### config.mk
export PLATFORM = sky130hd
export DESIGN_NAME = ebw_write_ctrl
export DESIGN_NICKNAME = d
export VERILOG_FILES = /design/src/rtl/ebw_pkg.sv /design/src/rtl/ebw_req_latch.sv /design/src/rtl/ebw_seq.sv /design/src/rtl/ebw_pins.sv /design/src/rtl/ebw_write_ctrl.sv
export SDC_FILE = /design/constraint.sdc
export NUM_CORES = 1
export LEC_CHECK = 0
export BUFFER_PORTS_ARGS = -buffer_cell sky130_fd_sc_hd__clkbuf_2
export CAP_MARGIN = 15
export CORE_MARGIN = 2
export CORE_UTILIZATION = 45
export CTS_CLUSTER_SIZE = 14
export DETAILED_ROUTE_END_ITERATION = 8
export PLACE_DENSITY = 0.75
export SLEW_MARGIN = 5
export SYNTH_ARGS = -nofsm -noshare
export SYNTH_HDL_FRONTEND = slang
export SYNTH_SLANG_ARGS = --single-unit
### constraint.sdc
create_clock -name clk -period 2 [get_ports clk]
set_input_delay 0.3 -clock clk [delete_from_list [all_inputs] [get_ports clk]]
set_output_delay 0.3 -clock clk [all_outputs]
set_load 0.05 [all_outputs]
### src/rtl/ebw_pkg.sv
package ebw_pkg;
    localparam int ADDR_W = 22;
    localparam int DATA_W = 16;
    localparam int SEL_W  = 3;
    localparam int WS_W   = 3;
    localparam int NUM_MS = 4;
    localparam int NUM_CS = NUM_MS + 2;

    typedef enum logic [1:0] {
        MODE_WAITS    = 2'b00,
        MODE_ACK      = 2'b01,
        MODE_BOTH     = 2'b10,
        MODE_BOTH_ALT = 2'b11
    } ext_mode_e;

    typedef enum logic [2:0] {
        ST_IDLE,
        ST_SETUP,
        ST_STROBE,
        ST_WAIT,
        ST_ACKW,
        ST_FINISH,
        ST_RELEASE,
        ST_HOLD
    } bus_state_e;

    typedef struct packed {
        logic [ADDR_W-1:0] addr;
        logic [DATA_W-1:0] data;
        logic [SEL_W-1:0]  sel;
        ext_mode_e         mode;
        logic [WS_W-1:0]   waits;
        logic              hold;
    } wr_req_t;

    function automatic logic uses_waits(ext_mode_e m);
        return m != MODE_ACK;
    endfunction

    function automatic logic uses_ack(ext_mode_e m);
        return m != MODE_WAITS;
    endfunction

    // bit i: memory select i; bit NUM_MS: I/O select; bit NUM_MS+1: boot select
    function automatic logic [NUM_CS-1:0] sel_decode(logic [SEL_W-1:0] s);
        logic [NUM_CS-1:0] v;
        v = '0;
        if (s < SEL_W'(NUM_MS))
            v[s] = 1'b1;
        else if (s == SEL_W'(NUM_MS))
            v[NUM_MS] = 1'b1;
        else
            v[NUM_MS+1] = 1'b1;
        return v;
    endfunction
endpackage

### src/rtl/ebw_req_latch.sv
module ebw_req_latch
    import ebw_pkg::*;
(
    input  logic    clk,
    input  logic    rst,
    input  logic    load,
    input  wr_req_t req_in,
    output wr_req_t req_q
);
    always_ff @(posedge clk) begin
        if (rst)
            req_q <= '0;
        else if (load)
            req_q <= req_in;
    end
endmodule

### src/rtl/ebw_seq.sv
module ebw_seq
    import ebw_pkg::*;
#(
    parameter int FINISH_BUS = 2,
    parameter int HOLD_BUS   = 1
) (
    input  logic            clk,
    input  logic            rst,
    input  logic            req_valid,
    input  logic            bus_ack,
    input  ext_mode_e       mode,
    input  logic [WS_W-1:0] waits,
    input  logic            hold,
    output logic            accept,
    output logic            done,
    output bus_state_e      state
);
    localparam int CNT_W = WS_W + 3;
    localparam logic [CNT_W-1:0] STROBE_CNT = CNT_W'(1);
    localparam logic [CNT_W-1:0] ACKW_CNT   = CNT_W'(1);
    localparam logic [CNT_W-1:0] FIN_CNT    = CNT_W'(2 * FINISH_BUS - 1);
    localparam logic [CNT_W-1:0] HOLD_CNT   = CNT_W'(2 * HOLD_BUS - 1);

    bus_state_e       st, nxt_st;
    logic [CNT_W-1:0] cnt, nxt_cnt;
    logic [CNT_W-1:0] wait_cnt;
    bus_state_e       end_st;
    logic [CNT_W-1:0] end_cnt;

    assign wait_cnt = CNT_W'({waits, 1'b0}) - CNT_W'(1);

    // where the strobe goes once its fixed part is used up
    always_comb begin
        if (!uses_ack(mode)) begin
            end_st  = ST_RELEASE;
            end_cnt = '0;
        end else if (bus_ack) begin
            end_st  = ST_FINISH;
            end_cnt = FIN_CNT;
        end else begin
            end_st  = ST_ACKW;
            end_cnt = ACKW_CNT;
        end
    end

    always_comb begin
        nxt_st  = st;
        nxt_cnt = cnt;
        if (cnt != '0) begin
            nxt_cnt = cnt - CNT_W'(1);
        end else begin
            unique case (st)
                ST_IDLE: if (req_valid) begin
                    nxt_st  = ST_SETUP;
                    nxt_cnt = '0;
                end
                ST_SETUP: begin
                    nxt_st  = ST_STROBE;
                    nxt_cnt = STROBE_CNT;
                end
                ST_STROBE: if (uses_waits(mode) && waits != '0) begin
                    nxt_st  = ST_WAIT;
                    nxt_cnt = wait_cnt;
                end else begin
                    nxt_st  = end_st;
                    nxt_cnt = end_cnt;
                end
                ST_WAIT, ST_ACKW: begin
                    nxt_st  = end_st;
                    nxt_cnt = end_cnt;
                end
                ST_FINISH: begin
                    nxt_st  = ST_RELEASE;
                    nxt_cnt = '0;
                end
                ST_RELEASE: if (hold) begin
                    nxt_st  = ST_HOLD;
                    nxt_cnt = HOLD_CNT;
                end else begin
                    nxt_st = ST_IDLE;
                end
                ST_HOLD: nxt_st = ST_IDLE;
                default: nxt_st = ST_IDLE;
            endcase
        end
    end

    always_ff @(posedge clk) begin
        if (rst) begin
            st  <= ST_IDLE;
            cnt <= '0;
        end else begin
            st  <= nxt_st;
            cnt <= nxt_cnt;
        end
    end

    assign state  = st;
    assign accept = (st == ST_IDLE) && req_valid;
    assign done   = (cnt == '0) &&
                    ((st == ST_HOLD) || (st == ST_RELEASE && !hold));

    // ready lasts a single clock and is followed by idle
    assert_ready_single_R10: assert property (@(posedge clk) disable iff (rst)
        done |=> (!done && st == ST_IDLE));

    // an accepted request moves straight into setup
    assert_accept_setup_R10: assert property (@(posedge clk) disable iff (rst)
        accept |=> (st == ST_SETUP));

    // a low acknowledge sample never skips to the finish phase
    assert_ack_low_waits_R6: assert property (@(posedge clk) disable iff (rst)
        (st == ST_ACKW && cnt == '0 && !bus_ack) |=> (st == ST_ACKW));
endmodule

### src/rtl/ebw_pins.sv
module ebw_pins
    import ebw_pkg::*;
(
    input  logic              clk,
    input  logic              rst,
    input  bus_state_e        state,
    input  logic [ADDR_W-1:0] addr_q,
    input  logic [DATA_W-1:0] data_q,
    input  logic [SEL_W-1:0]  sel_q,
    output logic [ADDR_W-1:0] bus_addr,
    output logic [DATA_W-1:0] bus_dout,
    output logic              bus_doe,
    output logic [NUM_MS-1:0] bus_ms_n,
    output logic              bus_io_n,
    output logic              bus_boot_n,
    output logic              bus_wr_n,
    output logic              bus_rd_n
);
    logic              cs_on;
    logic              strobe_on;
    logic [NUM_CS-1:0] cs_hot;
    logic [NUM_CS-1:0] cs_act;

    always_comb begin
        unique case (state)
            ST_SETUP, ST_RELEASE:                      begin cs_on = 1'b1; strobe_on = 1'b0; end
            ST_STROBE, ST_WAIT, ST_ACKW, ST_FINISH:    begin cs_on = 1'b1; strobe_on = 1'b1; end
            default:                                   begin cs_on = 1'b0; strobe_on = 1'b0; end
        endcase
    end

    assign cs_hot = sel_decode(sel_q);

    generate
        for (genvar i = 0; i < NUM_CS; i++) begin : g_cs
            assign cs_act[i] = cs_on & cs_hot[i];
        end
        for (genvar m = 0; m < NUM_MS; m++) begin : g_ms
            assign bus_ms_n[m] = ~cs_act[m];
        end
    endgenerate

    assign bus_io_n   = ~cs_act[NUM_MS];
    assign bus_boot_n = ~cs_act[NUM_MS+1];
    assign bus_wr_n   = ~strobe_on;
    assign bus_rd_n   = 1'b1;
    assign bus_doe    = strobe_on || state == ST_RELEASE || state == ST_HOLD;
    assign bus_addr   = addr_q;
    assign bus_dout   = data_q;

    logic any_sel;
    assign any_sel = (bus_ms_n != '1) || !bus_io_n || !bus_boot_n;

    // never more than one select low
    assert_one_select_R2: assert property (@(posedge clk) disable iff (rst)
        $countones({~bus_ms_n, ~bus_io_n, ~bus_boot_n}) <= 1);

    // a strobe always has a select under it
    assert_strobe_has_select_R2: assert property (@(posedge clk) disable iff (rst)
        !bus_wr_n |-> any_sel);

    // select was already low one clock before the strobe falls
    assert_select_leads_R3: assert property (@(posedge clk) disable iff (rst)
        $fell(bus_wr_n) |-> $past(any_sel));

    // select and address outlast the strobe by one clock
    assert_select_trails_R4: assert property (@(posedge clk) disable iff (rst)
        $rose(bus_wr_n) |-> (any_sel && $stable(bus_addr)));

    // data pads driven whenever the strobe is low
    assert_data_on_strobe_R8: assert property (@(posedge clk) disable iff (rst)
        !bus_wr_n |-> (bus_doe && $stable(bus_dout)));
endmodule

### src/rtl/ebw_write_ctrl.sv
module ebw_write_ctrl
    import ebw_pkg::*;
#(
    parameter int FINISH_BUS = 2,
    parameter int HOLD_BUS   = 1
) (
    input  logic              clk,
    input  logic              rst,
    input  logic              req_valid,
    output logic              req_ready,
    input  logic [ADDR_W-1:0] req_addr,
    input  logic [DATA_W-1:0] req_data,
    input  logic [SEL_W-1:0]  req_sel,
    input  logic [1:0]        cfg_mode,
    input  logic [WS_W-1:0]   cfg_waits,
    input  logic              cfg_hold,
    input  logic              bus_ack,
    output logic [ADDR_W-1:0] bus_addr,
    output logic [DATA_W-1:0] bus_dout,
    output logic              bus_doe,
    output logic [NUM_MS-1:0] bus_ms_n,
    output logic              bus_io_n,
    output logic              bus_boot_n,
    output logic              bus_wr_n,
    output logic              bus_rd_n
);
    wr_req_t    req_in;
    wr_req_t    req_q;
    logic       accept;
    bus_state_e state;

    assign req_in = '{addr:  req_addr,
                      data:  req_data,
                      sel:   req_sel,
                      mode:  ext_mode_e'(cfg_mode),
                      waits: cfg_waits,
                      hold:  cfg_hold};

    ebw_req_latch u_latch (
        .clk    (clk),
        .rst    (rst),
        .load   (accept),
        .req_in (req_in),
        .req_q  (req_q)
    );

    ebw_seq #(
        .FINISH_BUS (FINISH_BUS),
        .HOLD_BUS   (HOLD_BUS)
    ) u_seq (
        .clk       (clk),
        .rst       (rst),
        .req_valid (req_valid),
        .bus_ack   (bus_ack),
        .mode      (req_q.mode),
        .waits     (req_q.waits),
        .hold      (req_q.hold),
        .accept    (accept),
        .done      (req_ready),
        .state     (state)
    );

    ebw_pins u_pins (
        .clk        (clk),
        .rst        (rst),
        .state      (state),
        .addr_q     (req_q.addr),
        .data_q     (req_q.data),
        .sel_q      (req_q.sel),
        .bus_addr   (bus_addr),
        .bus_dout   (bus_dout),
        .bus_doe    (bus_doe),
        .bus_ms_n   (bus_ms_n),
        .bus_io_n   (bus_io_n),
        .bus_boot_n (bus_boot_n),
        .bus_wr_n   (bus_wr_n),
        .bus_rd_n   (bus_rd_n)
    );

    // run of strobe-high clocks, saturating at 3
    logic [1:0] hi_run;
    always_ff @(posedge clk) begin
        if (rst)
            hi_run <= 2'd3;
        else if (!bus_wr_n)
            hi_run <= 2'd0;
        else if (hi_run != 2'd3)
            hi_run <= hi_run + 2'd1;
    end

    // one bus period of recovery between strobes
    assert_recovery_gap_R11: assert property (@(posedge clk) disable iff (rst)
        $fell(bus_wr_n) |-> (hi_run >= 2'd2));

    // nothing is driven while idle
    assert_idle_quiet_R1: assert property (@(posedge clk) disable iff (rst)
        (state == ST_IDLE) |-> (bus_wr_n && bus_rd_n && !bus_doe && !req_ready &&
                                bus_ms_n == '1 && bus_io_n && bus_boot_n));
endmodule

**Yosys cells after proc, flatten, opt, wreduce, memory -nomap -nowiden**

Cells that the tools add are included.
W data, S select, Z words.

- Reduce and logical (&&, ||, !) cells: 20
- Muxes and demuxes: 21
- Equality and inequality tests: 12
- Magnitude comparators: 3
- Add/sub/neg operators: 2
- Bitwise operators: 14

Operators with widths:

| operator | number |
|---|---|
| $pmux W6 S6 | 1 |
| $mux W6 | 5 |
| $pmux W3 S7 | 1 |
| $eq A3 B3 Y1 const B | 5 |
| $mux W3 | 4 |
| $not A1 Y1 | 8 |
| $reduce_bool A7 Y1 | 1 |
| $and A1 B1 Y1 | 6 |
| $eq A3 B2 Y1 const B | 2 |
| $logic_not A6 Y1 | 1 |
| $mux W1 | 6 |
| $reduce_bool A6 Y1 | 1 |
| $reduce_or A6 Y1 | 1 |
| $sub A6 B1 Y6 const B | 1 |
| $logic_and A1 B1 Y1 | 5 |
| $sub A4 B1 Y5 const B | 1 |
| $lt A3 B4 Y1 const B | 1 |
| $mux W2 | 2 |
| $mux W4 | 1 |
| $reduce_or A4 Y1 | 1 |
| $demux W1 S3 | 1 |
| $eq A3 B1 Y1 const B | 1 |
| $ge A3 B1 Y1 const B | 1 |
| $logic_not A3 Y1 | 1 |
| 12 further kinds | 14 |

- Logic and storage cells: 80
- Register bits after elaboration: 56
- Output and inout port bits: 48
- Input bits: 51

**Depth between registers and ports, before layout**

- Depth in word-level cells: 7
- Gate-level depth with buffers: 7
- Depth with buffers taken out: 6

**Hierarchy**

A second synthesis with hierarchy kept.

- Cell total of the unflattened synthesis: 304
- Area total of the unflattened synthesis: 2825.2 µm²

Modules (own cells, without submodules):

| module | seq. area each (µm²) | area an instance (µm²) | cells an instance | instances |
|---|---|---|---|---|
| ebw_req_latch | 940.9 | 1686.6 | 151 | 1 |
| ebw_seq | 180.2 | 748.2 | 98 | 1 |
| ebw_pins | 0.0 | 390.4 | 55 | 1 |

**Worst setup path before layout**

OpenSTA, ideal clock, no wires.

- Path type: flip-flop to output port
- Start: register u_seq.st[1] (netlist: u_seq.state[1])
- End: output port req_ready
- Slack: 109 ps
- Stages on the path, launching flop included: 5
- Arrival time: 1591 ps
- Data required time: 1700 ps
- Buffers on the path: 1
- Path through: dfxtp_1 -> buf_4 -> nand2_1 -> or2_2 -> nor2_1

- Cells in the longest elaborated chain, start to end: 4
- Elaborated cells on any way between the ends: 5
- Classes of those cells: 2 x eq/ne; 3 x reduce/logical

Ends and longest elaborated chain:

| what | line | source |
|---|---|---|
| start: declaration | ebw_seq.sv:24 | `bus_state_e st, nxt_st;` |
| start signal: assignment | ebw_seq.sv:93 | `st <= nxt_st;` |
| $eq A3 B3 Y1 | ebw_seq.sv:101 | `((st == ST_HOLD) \|\| (st == ST_RELEASE && !hold));` |
| $logic_and A1 B1 Y1 | ebw_seq.sv:101 |  |
| $logic_or A1 B1 Y1 (*) | ebw_seq.sv:101 |  |
| $logic_and A1 B1 Y1 (*) | ebw_seq.sv:100 | `assign done = (cnt == '0) &&` |
| end: declaration | ebw_write_ctrl.sv:10 | `output logic req_ready,` |

Mark *: on every way between the ends. The rest lies on a longest branch, timed or not.

**Worst setup path in the final report**

Same ends and word-level chain as after synthesis.

==> results_dict.tcl <==
set metrics [dict create \
    outcome "finished, final reports clean" \
    synth_xor_area_frac 0.0125 \
    ff2ff_setup_slack_ns 0.31 \
    crit_path_start_kind "register" \
    syn_nets 412 \
    ios 99 \
    yosys.area.top_type "dfxtp_1" \
    cts_root_buffer "clkbuf_8" \
    crit_required_ns 1.70 \
    antenna_found_initial 0 \
    seqPwrFrac 0.376 \
    yosysSeqAreaShare 0.401 \
    p_sw_w 0.00164 \
    cts_num_sinks 56 \
    core_area_um2 5960 \
    ys_seq_elements 56 \
    ys_top_cells_by_area "dfxtp_1 (40%), nand2_1 (14%), buf_4 (11%), a21oi_1 (9.7%), ha_1 (2.7%)" \
    yosys-mux-area-fraction 0.00358 \
    drtPass1Iterations 4 \
    clk_path_buf_depth 2 \
    drt_drc_violations_left 0 \
    via_count 2401 \
    hold_path.class "input pin to register" \
    clkTransAtPathRegs_ns 0.10 \
    clockPowerShare 0.194 \
    syn_avg_cell_area_um2 7.87 \
    die_x_um 82.8 \
    p_sw_frac 0.422 \
    syn_area_um2 2790 \
    instances_no_fill 484 \
    yosys_warnings 0 \
    ctsHoldBuffers 0 \
    grt_max_degree 29 \
    whs_path_depth 3 \
    initial_core_util 0.469 \
    synth_top_family_by_area "simple AND/OR/NAND/NOR gates" \
    routabilityCongestion 0.894 \
    synth_top_area_frac 0.401 \
    dp.cells 476 \
    fmax_ghz 0.530 \
    via_per_inst 4.96 \
    synthDistinctLibCells 43 \
    synth_cells 355 \
    fin_crit_sh 0.943 \
    gr-total-overflow 0 \
    min_from "req_sel[0]" \
    yosysMostFrequentCell "nand2_1" \
    cts_tree "yes" \
    rows 28 \
    end_kind "output port" \
    critPathKind "register to output port" \
    grt_use_total 0.176 \
    post-dp-hpwl_um 4400 \
    synthArstFlopShare 0 \
    die_y_um 82.8 \
    wl_um 5970 \
    finalHoldViolations 0 \
    synth_common_cells "nand2_1 (101), dfxtp_1 (56), a21oi_1 (54)" \
    r2r_cells 7 \
    fin_crit_ns 1.89 \
    final_nets 465 \
    hold_path_end "u_latch.req_q[6]" \
    grt_pass1_vias 2145 \
    p_leak_nw 1.44 \
    drt_iter0_drc 186 \
    synthAdderAreaFrac 0.0269 \
    r2r_end "u_seq.cnt[4]" \
    tightest_slew_ns 0.656 \
    cellPowerDensity_nw_per_um2 1220 \
    insertion_delay_ns 0.30 \
    maxCapViolCount 0 \
    layout-drive-gt1-share 0.320 \
    cp_max_fo 8 \
    antenna_left 0 \
    synth_edf_count 0 \
    synth_ff_type "dfxtp_1" \
    setup_violations 0 \
    tns_ns 0 \
    synth_simple_gate_area_share 0.226 \
    grt_pass1_wl_um 9360 \
    io_buffers 97 \
    area_growth_pct 13.9 \
    rsz0062_at_grt "no" \
    final.setup_skew_ns 0.00698 \
    avgRoutedWirePerCell_um 12.3 \
    num_antenna_cells 0 \
    max_slew_margin 0.562 \
    comb_power_share 0.430 \
    die_area_um2 6860 \
    vdd_drop_max_uv 541 \
    intPower_w 0.00225 \
    drv_slew 0 \
    cts-buffers-inserted 5 \
    cp.arrival_ns 1.59 \
    timing.rr.start "u_latch.req_q[1]" \
    synth_compound_area_frac 0.166 \
    htreeDepth 2 \
]
[layout make-up]
cell class | instances | area, um2
repair buffers | 106 | 568
clock buffers | 5 | 68.8
flip-flops and latches | 56 | 1130
inverters | 9 | 33.8
well taps | 75 | 93.8
multi-input cells | 230 | 1240
fillers | 594 | 2770
clock inverters | 3 | 46.3
[registers in the layout, indices dropped and copies added (netlist names)]
signal and count:
u_seq.state 3, u_seq.cnt 6, u_latch.req_q 47
[per-stage QoR]
stage	total power [W]	hold WS [ns]	worst slack [ns]	cell area, um2	utilization
6_report	0.00388	0.202	0.114	3180	0.534
3_3_place_gp	0.00309	0.442	0.205	3040	0.510
4_1_cts	0.00390	0.191	0.0357	3170	0.532
5_1_grt	0.00414	0.177	0.0140	3180	0.534
3_5_place_dp	0.00313	0.446	0.159	3040	0.510
2_1_floorplan	0.00292	0.436	0.109	2790	-
[cell families after synthesis]
logic type                 count (synthesis)
muxes                                      1
other                                      1
adders and majority gates                  6
AOI/OAI and AO/OA                         76
DFF                                       56
and+or+nand+nor                          142
buffers and inverters                     69
xor gates and xnor gates                   4
[routing by layer]
metal / GRT usage / vias to the layer above / wire [um]
met1: 0.219 / 1064 / 2630
met2: 0.290 / 91 / 2770
met3: 0.0487 / 4 / 505
met4: 0.0656 / 0 / 61
met5: 0 / - / 0
li1: - / 1242 / -
[power by group through the flow]
stage          clock (W)  sequential, W  combinational [W]
2_1_floorplan          0        0.00143            0.00149
3_3_place_gp           0        0.00147            0.00162
3_5_place_dp           0        0.00148            0.00165
4_1_cts         0.000785        0.00146            0.00166
5_1_grt         0.000828        0.00149            0.00183
6_report        0.000752        0.00146            0.00167
[placed cells by master, fill, tap and decap left out, drive strengths merged, types with 2 or more instances in the layout]
cell	count
a211oi	4
a21oi	54
a221oi	2
a31oi	2
and3	2
buf	13
clkbuf	98
dfxtp	56
ha	6
inv	10
nand2	101
nand2b	2
nand3	6
nand3b	5
nand4	2
nor2	5
nor2b	5
nor3	6
o211ai	3
o21ai	4
o32ai	2
or2	3
xor2	4
[worst max path at each step]
stage,end,startpoint,cells after the start
after global placement,bus_ms_n[3],u_seq.state[0],5
after detailed placement,bus_ms_n[1],u_seq.state[0],5
after CTS,req_ready,u_seq.state[1],5
after global routing,req_ready,u_seq.state[1],5
final,req_ready,u_seq.state[1],5
after floorplan,req_ready,u_seq.state[1],4
[critical path: stages (launching register included)]
cell	delay (ns)
dfxtp_4	0.40
buf_4	0.15
nand2_1	0.12
or2_2	0.32
nor2_1	0.10
buf_4	0.20
[what timing repair did]
item,CTS,global route
setup buffers,0,0
endpoints found under the setup margin,6,5
resized for setup,6,8
No activity file was read; power rests on OpenSTA's default activity.
